<file path="src/rtl/dram_refresh_pkg.sv">
package dram_refresh_pkg;

  // Strobe command from the sequencer to the pin stage.
  typedef struct packed {
    logic casLow;
    logic rasLow;
  } strobeCmd_t;

  typedef enum logic [2:0] {
    S_PAUSE,
    S_IDLE,
    S_PRE,
    S_CSR,
    S_CHR,
    S_RSH
  } seqState_t;

endpackage

</file>
<file path="src/rtl/dram_refresh_ctl.sv">
module dram_refresh_ctl
  import dram_refresh_pkg::*;
#(
  parameter int PAUSE_CYC    = 40000,
  parameter int INTERVAL_CYC = 3120,
  parameter int INIT_CYCLES  = 8,
  parameter int MAX_PEND     = 8,
  parameter int T_RP         = 8,
  parameter int T_CSR        = 2,
  parameter int T_CHR        = 2,
  parameter int T_RAS        = 12
) (
  input  logic       clk,
  input  logic       rstN,
  input  logic       refGrant,
  output logic       refReq,
  output logic       ready,
  output strobeCmd_t cmd
);

  localparam int PEND_TOP = (MAX_PEND > INIT_CYCLES) ? MAX_PEND : INIT_CYCLES;
  localparam int PEND_W   = $clog2(PEND_TOP + 1);
  localparam int PAUSE_W  = $clog2(PAUSE_CYC + 1);
  localparam int TICK_W   = $clog2(INTERVAL_CYC + 1);
  localparam int PH_W     = $clog2(T_RP + T_CSR + T_RAS + 1);

  localparam logic [PEND_W-1:0]  PEND_CAP  = PEND_W'(MAX_PEND);
  localparam logic [PEND_W-1:0]  PEND_INIT = PEND_W'(INIT_CYCLES);
  localparam logic [TICK_W-1:0]  TICK_LAST = TICK_W'(INTERVAL_CYC - 1);
  localparam logic [PAUSE_W-1:0] PAUSE_LD  = PAUSE_W'(PAUSE_CYC - 1);
  localparam logic [PH_W-1:0]    LD_RP     = PH_W'(T_RP - 1);
  localparam logic [PH_W-1:0]    LD_CSR    = PH_W'(T_CSR - 1);
  localparam logic [PH_W-1:0]    LD_CHR    = PH_W'(T_CHR - 1);
  localparam logic [PH_W-1:0]    LD_RSH    = PH_W'(T_RAS - T_CHR - 1);

  seqState_t           state;
  logic [PAUSE_W-1:0]  pauseCnt;
  logic [PH_W-1:0]     phCnt;
  logic [TICK_W-1:0]   tickCnt;
  logic [PEND_W-1:0]   pending, pendNext;
  logic                tickHit, phDone, rowDone, pauseDone, addOk;

  assign tickHit   = ready && (tickCnt == TICK_LAST);
  assign phDone    = (phCnt == '0);
  assign rowDone   = (state == S_RSH) && phDone;
  assign pauseDone = (state == S_PAUSE) && (pauseCnt == '0);
  assign addOk     = tickHit && (pending != PEND_CAP);

  always_comb begin
    pendNext = pending;
    if (pauseDone)              pendNext = PEND_INIT;
    else if (addOk && !rowDone) pendNext = pending + 1'b1;
    else if (!addOk && rowDone) pendNext = pending - 1'b1;
  end

  always_ff @(posedge clk) begin
    if (!rstN) begin
      state    <= S_PAUSE;
      pauseCnt <= PAUSE_LD;
      phCnt    <= '0;
      tickCnt  <= '0;
      pending  <= '0;
      ready    <= 1'b0;
    end else begin
      pending <= pendNext;
      if (ready) tickCnt <= tickHit ? '0 : tickCnt + 1'b1;
      if (!ready && state == S_IDLE && pending == '0) ready <= 1'b1;
      unique case (state)
        S_PAUSE: if (pauseDone) state <= S_IDLE;
                 else pauseCnt <= pauseCnt - 1'b1;
        S_IDLE:  if (pending != '0 && refGrant) begin
                   state <= S_PRE;
                   phCnt <= LD_RP;
                 end
        S_PRE:   if (!phDone) phCnt <= phCnt - 1'b1;
                 else if (pending != '0) begin
                   state <= S_CSR;
                   phCnt <= LD_CSR;
                 end else state <= S_IDLE;
        S_CSR:   if (!phDone) phCnt <= phCnt - 1'b1;
                 else begin
                   state <= S_CHR;
                   phCnt <= LD_CHR;
                 end
        S_CHR:   if (!phDone) phCnt <= phCnt - 1'b1;
                 else begin
                   state <= S_RSH;
                   phCnt <= LD_RSH;
                 end
        S_RSH:   if (!phDone) phCnt <= phCnt - 1'b1;
                 else begin
                   state <= S_PRE;
                   phCnt <= LD_RP;
                 end
        default: state <= S_IDLE;
      endcase
    end
  end

  assign refReq     = (state != S_PAUSE) && ((pending != '0) || (state != S_IDLE));
  assign cmd.casLow = (state == S_CSR) || (state == S_CHR);
  assign cmd.rasLow = (state == S_CHR) || (state == S_RSH);

endmodule

</file>
<file path="src/rtl/dram_refresh_pins.sv">
module dram_refresh_pins
  import dram_refresh_pkg::*;
#(
  parameter int NUM_RAS = 4,
  parameter int NUM_CAS = 4
) (
  input  logic               clk,
  input  logic               rstN,
  input  strobeCmd_t         cmd,
  output logic [NUM_RAS-1:0] rasN,
  output logic [NUM_CAS-1:0] casN,
  output logic               weN
);

  // One flop per pin so each strobe has its own driver.
  for (genvar i = 0; i < NUM_RAS; i++) begin : g_ras
    always_ff @(posedge clk) begin
      if (!rstN) rasN[i] <= 1'b1;
      else       rasN[i] <= ~cmd.rasLow;
    end
  end

  for (genvar j = 0; j < NUM_CAS; j++) begin : g_cas
    always_ff @(posedge clk) begin
      if (!rstN) casN[j] <= 1'b1;
      else       casN[j] <= ~cmd.casLow;
    end
  end

  assign weN = 1'b1;

endmodule

</file>
<file path="src/rtl/dram_refresh_seq.sv">
module dram_refresh_seq
  import dram_refresh_pkg::*;
#(
  parameter int PAUSE_CYC    = 40000,
  parameter int INTERVAL_CYC = 3120,
  parameter int INIT_CYCLES  = 8,
  parameter int MAX_PEND     = 8,
  parameter int T_RP         = 8,
  parameter int T_CSR        = 2,
  parameter int T_CHR        = 2,
  parameter int T_RAS        = 12,
  parameter int NUM_RAS      = 4,
  parameter int NUM_CAS      = 4
) (
  input  logic               clk,
  input  logic               rstN,
  input  logic               refGrant,
  output logic               refReq,
  output logic               ready,
  output logic [NUM_RAS-1:0] rasN,
  output logic [NUM_CAS-1:0] casN,
  output logic               weN
);

  strobeCmd_t cmd;

  dram_refresh_ctl #(
    .PAUSE_CYC(PAUSE_CYC), .INTERVAL_CYC(INTERVAL_CYC), .INIT_CYCLES(INIT_CYCLES),
    .MAX_PEND(MAX_PEND), .T_RP(T_RP), .T_CSR(T_CSR), .T_CHR(T_CHR), .T_RAS(T_RAS)
  ) u_ctl (
    .clk(clk), .rstN(rstN), .refGrant(refGrant),
    .refReq(refReq), .ready(ready), .cmd(cmd)
  );

  dram_refresh_pins #(.NUM_RAS(NUM_RAS), .NUM_CAS(NUM_CAS)) u_pins (
    .clk(clk), .rstN(rstN), .cmd(cmd),
    .rasN(rasN), .casN(casN), .weN(weN)
  );

endmodule

</file>
<file path="config.mk">
export PLATFORM = sky130hd
export DESIGN_NAME = dram_refresh_seq
export DESIGN_NICKNAME = d
export VERILOG_FILES = /design/src/rtl/dram_refresh_pkg.sv /design/src/rtl/dram_refresh_ctl.sv /design/src/rtl/dram_refresh_pins.sv /design/src/rtl/dram_refresh_seq.sv
export SDC_FILE = /design/constraint.sdc
export NUM_CORES = 1
export LEC_CHECK = 0
export BUFFER_PORTS_ARGS = -buffer_cell sky130_fd_sc_hd__clkbuf_2
export CORE_MARGIN = 4
export CORE_UTILIZATION = 55
export CTS_CLUSTER_DIAMETER = 40
export DETAILED_ROUTE_END_ITERATION = 8
export PLACE_DENSITY = 0.73
export SYNTH_ARGS = -nofsm -noshare
export SYNTH_HDL_FRONTEND = slang
export SYNTH_SLANG_ARGS = --single-unit
</file>
<file path="constraint.sdc">
create_clock -name clk -period 3.08 [get_ports clk]
set_input_delay 0 -clock clk [delete_from_list [all_inputs] [get_ports clk]]
set_output_delay 0 -clock clk [all_outputs]
set_load 0.05 [all_outputs]
</file>
Yosys cells after proc, flatten, opt, wreduce, memory -nomap -nowiden

Cells that the tools add are included.

Bits in registers: 43
Output and inout bits: 11
Word-level logic and storage cells: 81

Add/sub/neg operators: 5
Eq/ne operators: 15
Mux-type cells: 19
Bitwise gates (word level): 4
Reduce and logical (&&, ||, !) cells: 29

Operators by type and width:

| operator                | count |
|---|---|
| $mux W5                 | 6 |
| $pmux W5 S5             | 1 |
| $mux W3                 | 6 |
| $pmux W3 S6             | 1 |
| $logic_not A16 Y1       | 1 |
| $sub A16 B1 Y16 const B | 1 |
| $add A12 B1 Y12 const B | 1 |
| $eq A12 B12 Y1 const B  | 1 |
| $mux W12                | 1 |
| $mux W4                 | 3 |
| $logic_and A1 B1 Y1     | 10 |
| $ne A2 B1 Y1 const B    | 5 |
| $eq A3 B2 Y1 const B    | 2 |
| $eq A3 B3 Y1 const B    | 2 |
| $reduce_and A6 Y1       | 1 |
| $reduce_bool A3 Y1      | 2 |
| $logic_not A5 Y1        | 1 |
| $reduce_bool A5 Y1      | 1 |
| $sub A5 B1 Y5 const B   | 1 |
| $add A4 B1 Y4 const B   | 1 |
| $logic_not A4 Y1        | 1 |
| $ne A4 B4 Y1 const B    | 1 |
| $not A1 Y1              | 4 |
| $reduce_bool A4 Y1      | 1 |
| other kinds (13)        | 17 |

Logic depth before layout (Yosys ltp)

Depth in word-level cells: 8
Mapped depth: 13
Gate-level depth less buffers: 13

Hierarchy

From an unflattened synthesis, not the netlist that was laid out.

Cells, all modules: 288
Area, all modules: 2411.1 um^2

Modules (own cells, without submodules):

| module            | instances | cells an instance | area an instance (um^2) | seq. area each (um^2) |
|---|---|---|---|---|
| dram_refresh_ctl  | 1         | 276               | 2307.2                  | 820.8 |
| dram_refresh_pins | 1         | 12                | 103.8                   | 40.0 |

Least setup slack after synthesis

No wires, ideal clock.

Path type: reg-to-reg
From: reg u_ctl.ready
To: reg u_ctl.pending[3]
Data arrival time: 2.925 ns
Required time: 3.006 ns
Setup slack: 0.081 ns
Cell stages (with the launch flop): 14
Path buffers: 1
Period minus slack after synthesis: 2.999 ns
Cells stage by stage: dfxtp_1 -> clkbuf_1 -> nand4_1 -> nor2_1 -> nand4_1 -> a21oi_1 -> ha_1 -> inv_1 -> ha_1 -> a21o_1 -> a21oi_1 -> xnor2_1 -> or3_1 -> a31oi_1

Cells in the longest elaborated chain, start to end: 5
Elaborated cells on any way between the ends: 8
Those cells by class: 2 x mux; 6 x reduce/logical

RTL lines:

| element                                                 | line                                           | RTL |
|---|---|---|
| from (decl)                                             | dram_refresh_ctl.sv:17                         | `output logic ready,` |
| from (signal assigned)                                  | dram_refresh_ctl.sv:63                         | `ready <= 1'b0;` |
| from (signal assigned)                                  | dram_refresh_ctl.sv:67                         | `if (!ready && state == S_IDLE && pending == '0) ready <= 1'b1;` |
| $logic_and A1 B1 Y1 *                                   | dram_refresh_ctl.sv:43                         | `assign tickHit = ready && (tickCnt == TICK_LAST);` |
| $logic_and A1 B1 Y1 *                                   | dram_refresh_ctl.sv:47                         | `assign addOk = tickHit && (pending != PEND_CAP);` |
| $logic_and A1 B1 Y1 or $logic_not A1 Y1 (tied branches) | dram_refresh_ctl.sv:52, dram_refresh_ctl.sv:53 |  |
| $mux W4 or $logic_and A1 B1 Y1 (tied branches)          | dram_refresh_ctl.sv:52, dram_refresh_ctl.sv:53 |  |
| $mux W4 or $reduce_bool A3 Y1 (tied branches)           | --                                             |  |
| to (signal assigned)                                    | dram_refresh_ctl.sv:65                         | `pending <= pendNext;` |
| to (decl)                                               | dram_refresh_ctl.sv:40                         | `logic [PEND_W-1:0] pending, pendNext;` |

Every way passes the cells marked *; elsewhere a longest branch is shown, timed or not.
A chain may end at the register's enable or synchronous reset.

Worst setup path in the final report

From: reg u_ctl.tickCnt[0]
To: reg u_ctl.pending[3]

Cells in the longest elaborated chain, start to end: 6
Elaborated cells on any way between the ends: 9
Those cells by class: 1 x eq/ne; 2 x mux; 6 x reduce/logical

RTL lines:

| element                                                 | line                                           | RTL |
|---|---|---|
| from (decl)                                             | dram_refresh_ctl.sv:39                         | `logic [TICK_W-1:0] tickCnt;` |
| from (signal assigned)                                  | dram_refresh_ctl.sv:66                         | `if (ready) tickCnt <= tickHit ? '0 : tickCnt + 1'b1;` |
| $eq A12 B12 Y1 *                                        | dram_refresh_ctl.sv:43                         |  |
| $logic_and A1 B1 Y1 *                                   | dram_refresh_ctl.sv:43                         |  |
| $logic_and A1 B1 Y1 *                                   | dram_refresh_ctl.sv:47                         |  |
| $logic_and A1 B1 Y1 or $logic_not A1 Y1 (tied branches) | dram_refresh_ctl.sv:52, dram_refresh_ctl.sv:53 |  |
| $mux W4 or $logic_and A1 B1 Y1 (tied branches)          | dram_refresh_ctl.sv:52, dram_refresh_ctl.sv:53 |  |
| $mux W4 or $reduce_bool A3 Y1 (tied branches)           | --                                             |  |

Marked as above.

==> reports/results.tsv <==
stage	metric	value	unit
route	drtIter0Drc	123	
min_path	hold_path.class	primary input to flip-flop	
synth	synth_common_cells	43 x dfxtp_1, 38 x nor2_1, 19 x nand2_1, 17 x nand3_1	
die	dieArea	0.00514	mm2
timing	clock.fmax	359	MHz
critical_path	cp_max_fo	5	
cells_and_area	final_area	0.00237	mm2
power	p_per_area	447	mW/mm2
die	die_x	71.7	um
cts	insertion_delay	290	ps
timing	maxSlewHeadroom	61.6	%
flow_run	maxCapViolCount	0	
power	ir_drop	0.261	mV
synth	syn_area	0.00223	mm2
place	place_congestion	0.820	
power	p_switching	280	uW
critical_path	crit_path_end_kind	flip-flop	
synth	syn_avg_cell_area	8.36	um2
timing	setup-violations-final	0	
grt	globalRouteTotalUtil	17.4	%
synth	synth-edff-count	0	
die	ioPinCount	14	
synth	yosysSeqAreaShare	38.6	%
power	cell_internal_pwr	778	uW
cells_and_area	drive_above_1_share	11.4	%
synth	synth_area_leader_cell	dfxtp_1	
cts	htree_levels	2	
critical_path	crit_type	flip-flop to flip-flop	
power	pwr-share-seq	57.0	%
timing	fin_crit	2780	ps
critical_path	worst_ep_required_time	3290	ps
power	leakagePower	0.874	nW
synth	yosys_warnings	0	
cells_and_area	nFillCells	341	
power	pwr-share-clk	31.9	%
cts	clk_path_buf_depth	2	
route	routedWlPerCell	12.8	um
power	p_comb_share	11.1	%
die	start_util	58.7	%
place	hpwl	2900	um
cells_and_area	area.sequential	861	um2
synth	ys_seq_elements	43	
timing	fin_crit_sh	90.4	%
die	std_cell_rows	22	
cts	cts_tree	built	
critical_path	cp.arrival	3000	ps
synth	netlist.area_leader.share	38.6	%
synth	yosysMostFrequentCell	dfxtp_1	
cts	path_clk_slew	80	ps
synth	synth_flop_cell	dfxtp_1	
synth	syn_inst	267	
synth	ys_types	49	
cts	cts_buffers	5	
place	dpl_cell_area	0.00227	mm2
route	wirelength	4100	um
synth	synth_fp_nets	278	
route	vias	1828	
route	ant_nets	0	
timing	hold_viol_final	0	
timing	rsz0062_at_grt	false	
critical_path	worstSetupStartpointType	flip-flop	
cells_and_area	final_nets	283	
timing	final-max-slew-violation-count	0	
grt	grt_max_degree	20	
timing	worst_clock_skew	3.83	ps
cells_and_area	multi_input_area	0.00124	mm2
route	first_pass_iters	4	
timing	tns	0	ps
min_path	min_path_cells	2	
grt	grt_pass1_vias	1669	
grt	grt_pass1_wl	7410	um
cts	cts.sink_count	43	
power	sw_frac_of_total	26.5	%
grt	grt-ovfl-total	0	
die	core_area	0.00380	mm2
timing	worst_slew_pin_slew	576	ps
critical_path	reg2reg_depth	13	
cells_and_area	area_growth	6.06	%
cts	root_buffer	clkbuf_8	
place	port_buffers	12	
grt	antenna_found_initial	0	
synth	async_reset_ff_share	0	%
route	remaining_drc_errors	0	
cells_and_area	diodes	0	
synth	synthTopCellsByArea	dfxtp_1 39%, nor2_1 6.4%, xor2_1 6.3%, ha_1 3.9%, nand3_1 3.8%	
route	viasPerCell	5.69	
cts	holdBufCountCts	0	
run_status	outcome	complete, no violations	
die	die_h	71.7	um
==> registers in the layout, indices dropped and copies added (netlist names) <==
name,count
u_ctl.pauseCnt,16
u_pins.casN,1
u_ctl.pending,4
u_ctl.state,3
u_ctl.tickCnt,12
u_pins.rasN,1
u_ctl.phCnt,5
u_ctl.ready,1
==> critical path, stage by stage (launching register included) <==
cell and delay, ps:
dfxtp_1 390, ha_1 180, nand4_1 150, nor2_2 180
nand4_1 170, a21oi_1 160, ha_1 200, inv_1 90
ha_1 270, a21o_1 180, a21oi_1 160, xnor2_1 100
or3_1 320, a31oi_1 150
==> final timing paths <==
| check | startpoint | slack [ps] | endpoint |
|---|---|---|---|
| max | u_ctl.tickCnt[0]$_SDFFE_PN0P_ | 300 | u_ctl.pending[3]$_SDFFE_PN0P_ |
| min | rstN | 120 | u_ctl.pauseCnt[10]$_SDFFE_PN1P_ |
| max reg2reg | u_ctl.tickCnt[0]$_SDFFE_PN0P_ | 300 | u_ctl.pending[3]$_SDFFE_PN0P_ |
| min reg2reg | u_ctl.pauseCnt[9]$_SDFFE_PN0P_ | 480 | u_ctl.pauseCnt[9]$_SDFFE_PN0P_ |
==> cell type report <==
| cell class | count | area share, % |
|---|---|---|
| Clock buffer | 7 | 3.23 |
| Clock inverter | 1 | 0.212 |
| Tap cell | 48 | 2.54 |
| Multi-Input combinational cell | 196 | 52.2 |
| Sequential cell | 43 | 36.4 |
| Timing Repair Buffer | 16 | 3.81 |
| Inverter | 10 | 1.59 |
==> routing by layer <==
layer  track usage (%)  share of wire [%]
met3              2.95                4.8
met2              27.8                 45
met4              5.64               0.66
met5                 0                  0
met1              23.9                 49
==> timing repair <==
action,in CTS,in global routing
gates resized for setup,0,1
endpoints found under the setup margin,0,1
buffers inserted,0,1
==> stage by stage <==
step	cells	util, %	setup WS [ps]	power, mW	hold WS [ps]
global route	321	62.3	9.89	1.11	140
finish	321	62.3	295	1.06	118
CTS	320	62.0	201	1.07	129
global placement	312	59.9	328	0.731	430
detailed placement	312	59.9	211	0.733	428
floorplan	267	-	80.9	0.707	291
==> cells by family (layout without fill, tap and decap cells) <==
| group | Yosys count | count (layout) | synth area share [%] |
|---|---|---|---|
| compound gates | 44 | 44 | 13.2 |
| xor+xnor | 25 | 25 | 9.81 |
| fa+ha+maj | 8 | 8 | 4.82 |
| buf+inv | 28 | 34 | 6.11 |
| flops | 43 | 43 | 38.6 |
| mux | 1 | 1 | 0.449 |
| other cells | 1 | 1 | 0.168 |
| simple gates | 117 | 117 | 26.9 |
==> placed cells by master, fill, tap and decap left out, types with 3 or more instances in the layout <==
cell      count
inv_1        10
and3_1        3
a31oi_1       4
xnor2_1       9
nand4_1       9
xor2_1       16
nor2_1       37
ha_1          7
clkbuf_2     12
nor3_1        5
buf_4         4
nor4_1        5
a21oi_1      16
clkbuf_8      5
nand2_1      19
o41ai_1       3
dfxtp_1      43
o21ai_0       6
nor2b_1       4
nand3_1      17
==> power groups by stage <==
stage | clock (mW) | sequential [mW] | combinational [mW]
2_1_floorplan | 0 | 0.614 | 0.0928
3_3_place_gp | 0 | 0.615 | 0.115
3_5_place_dp | 0 | 0.616 | 0.117
4_1_cts | 0.348 | 0.603 | 0.118
5_1_grt | 0.369 | 0.608 | 0.132
6_report | 0.337 | 0.603 | 0.118
Note: power is estimated with default switching activity, not from simulation.
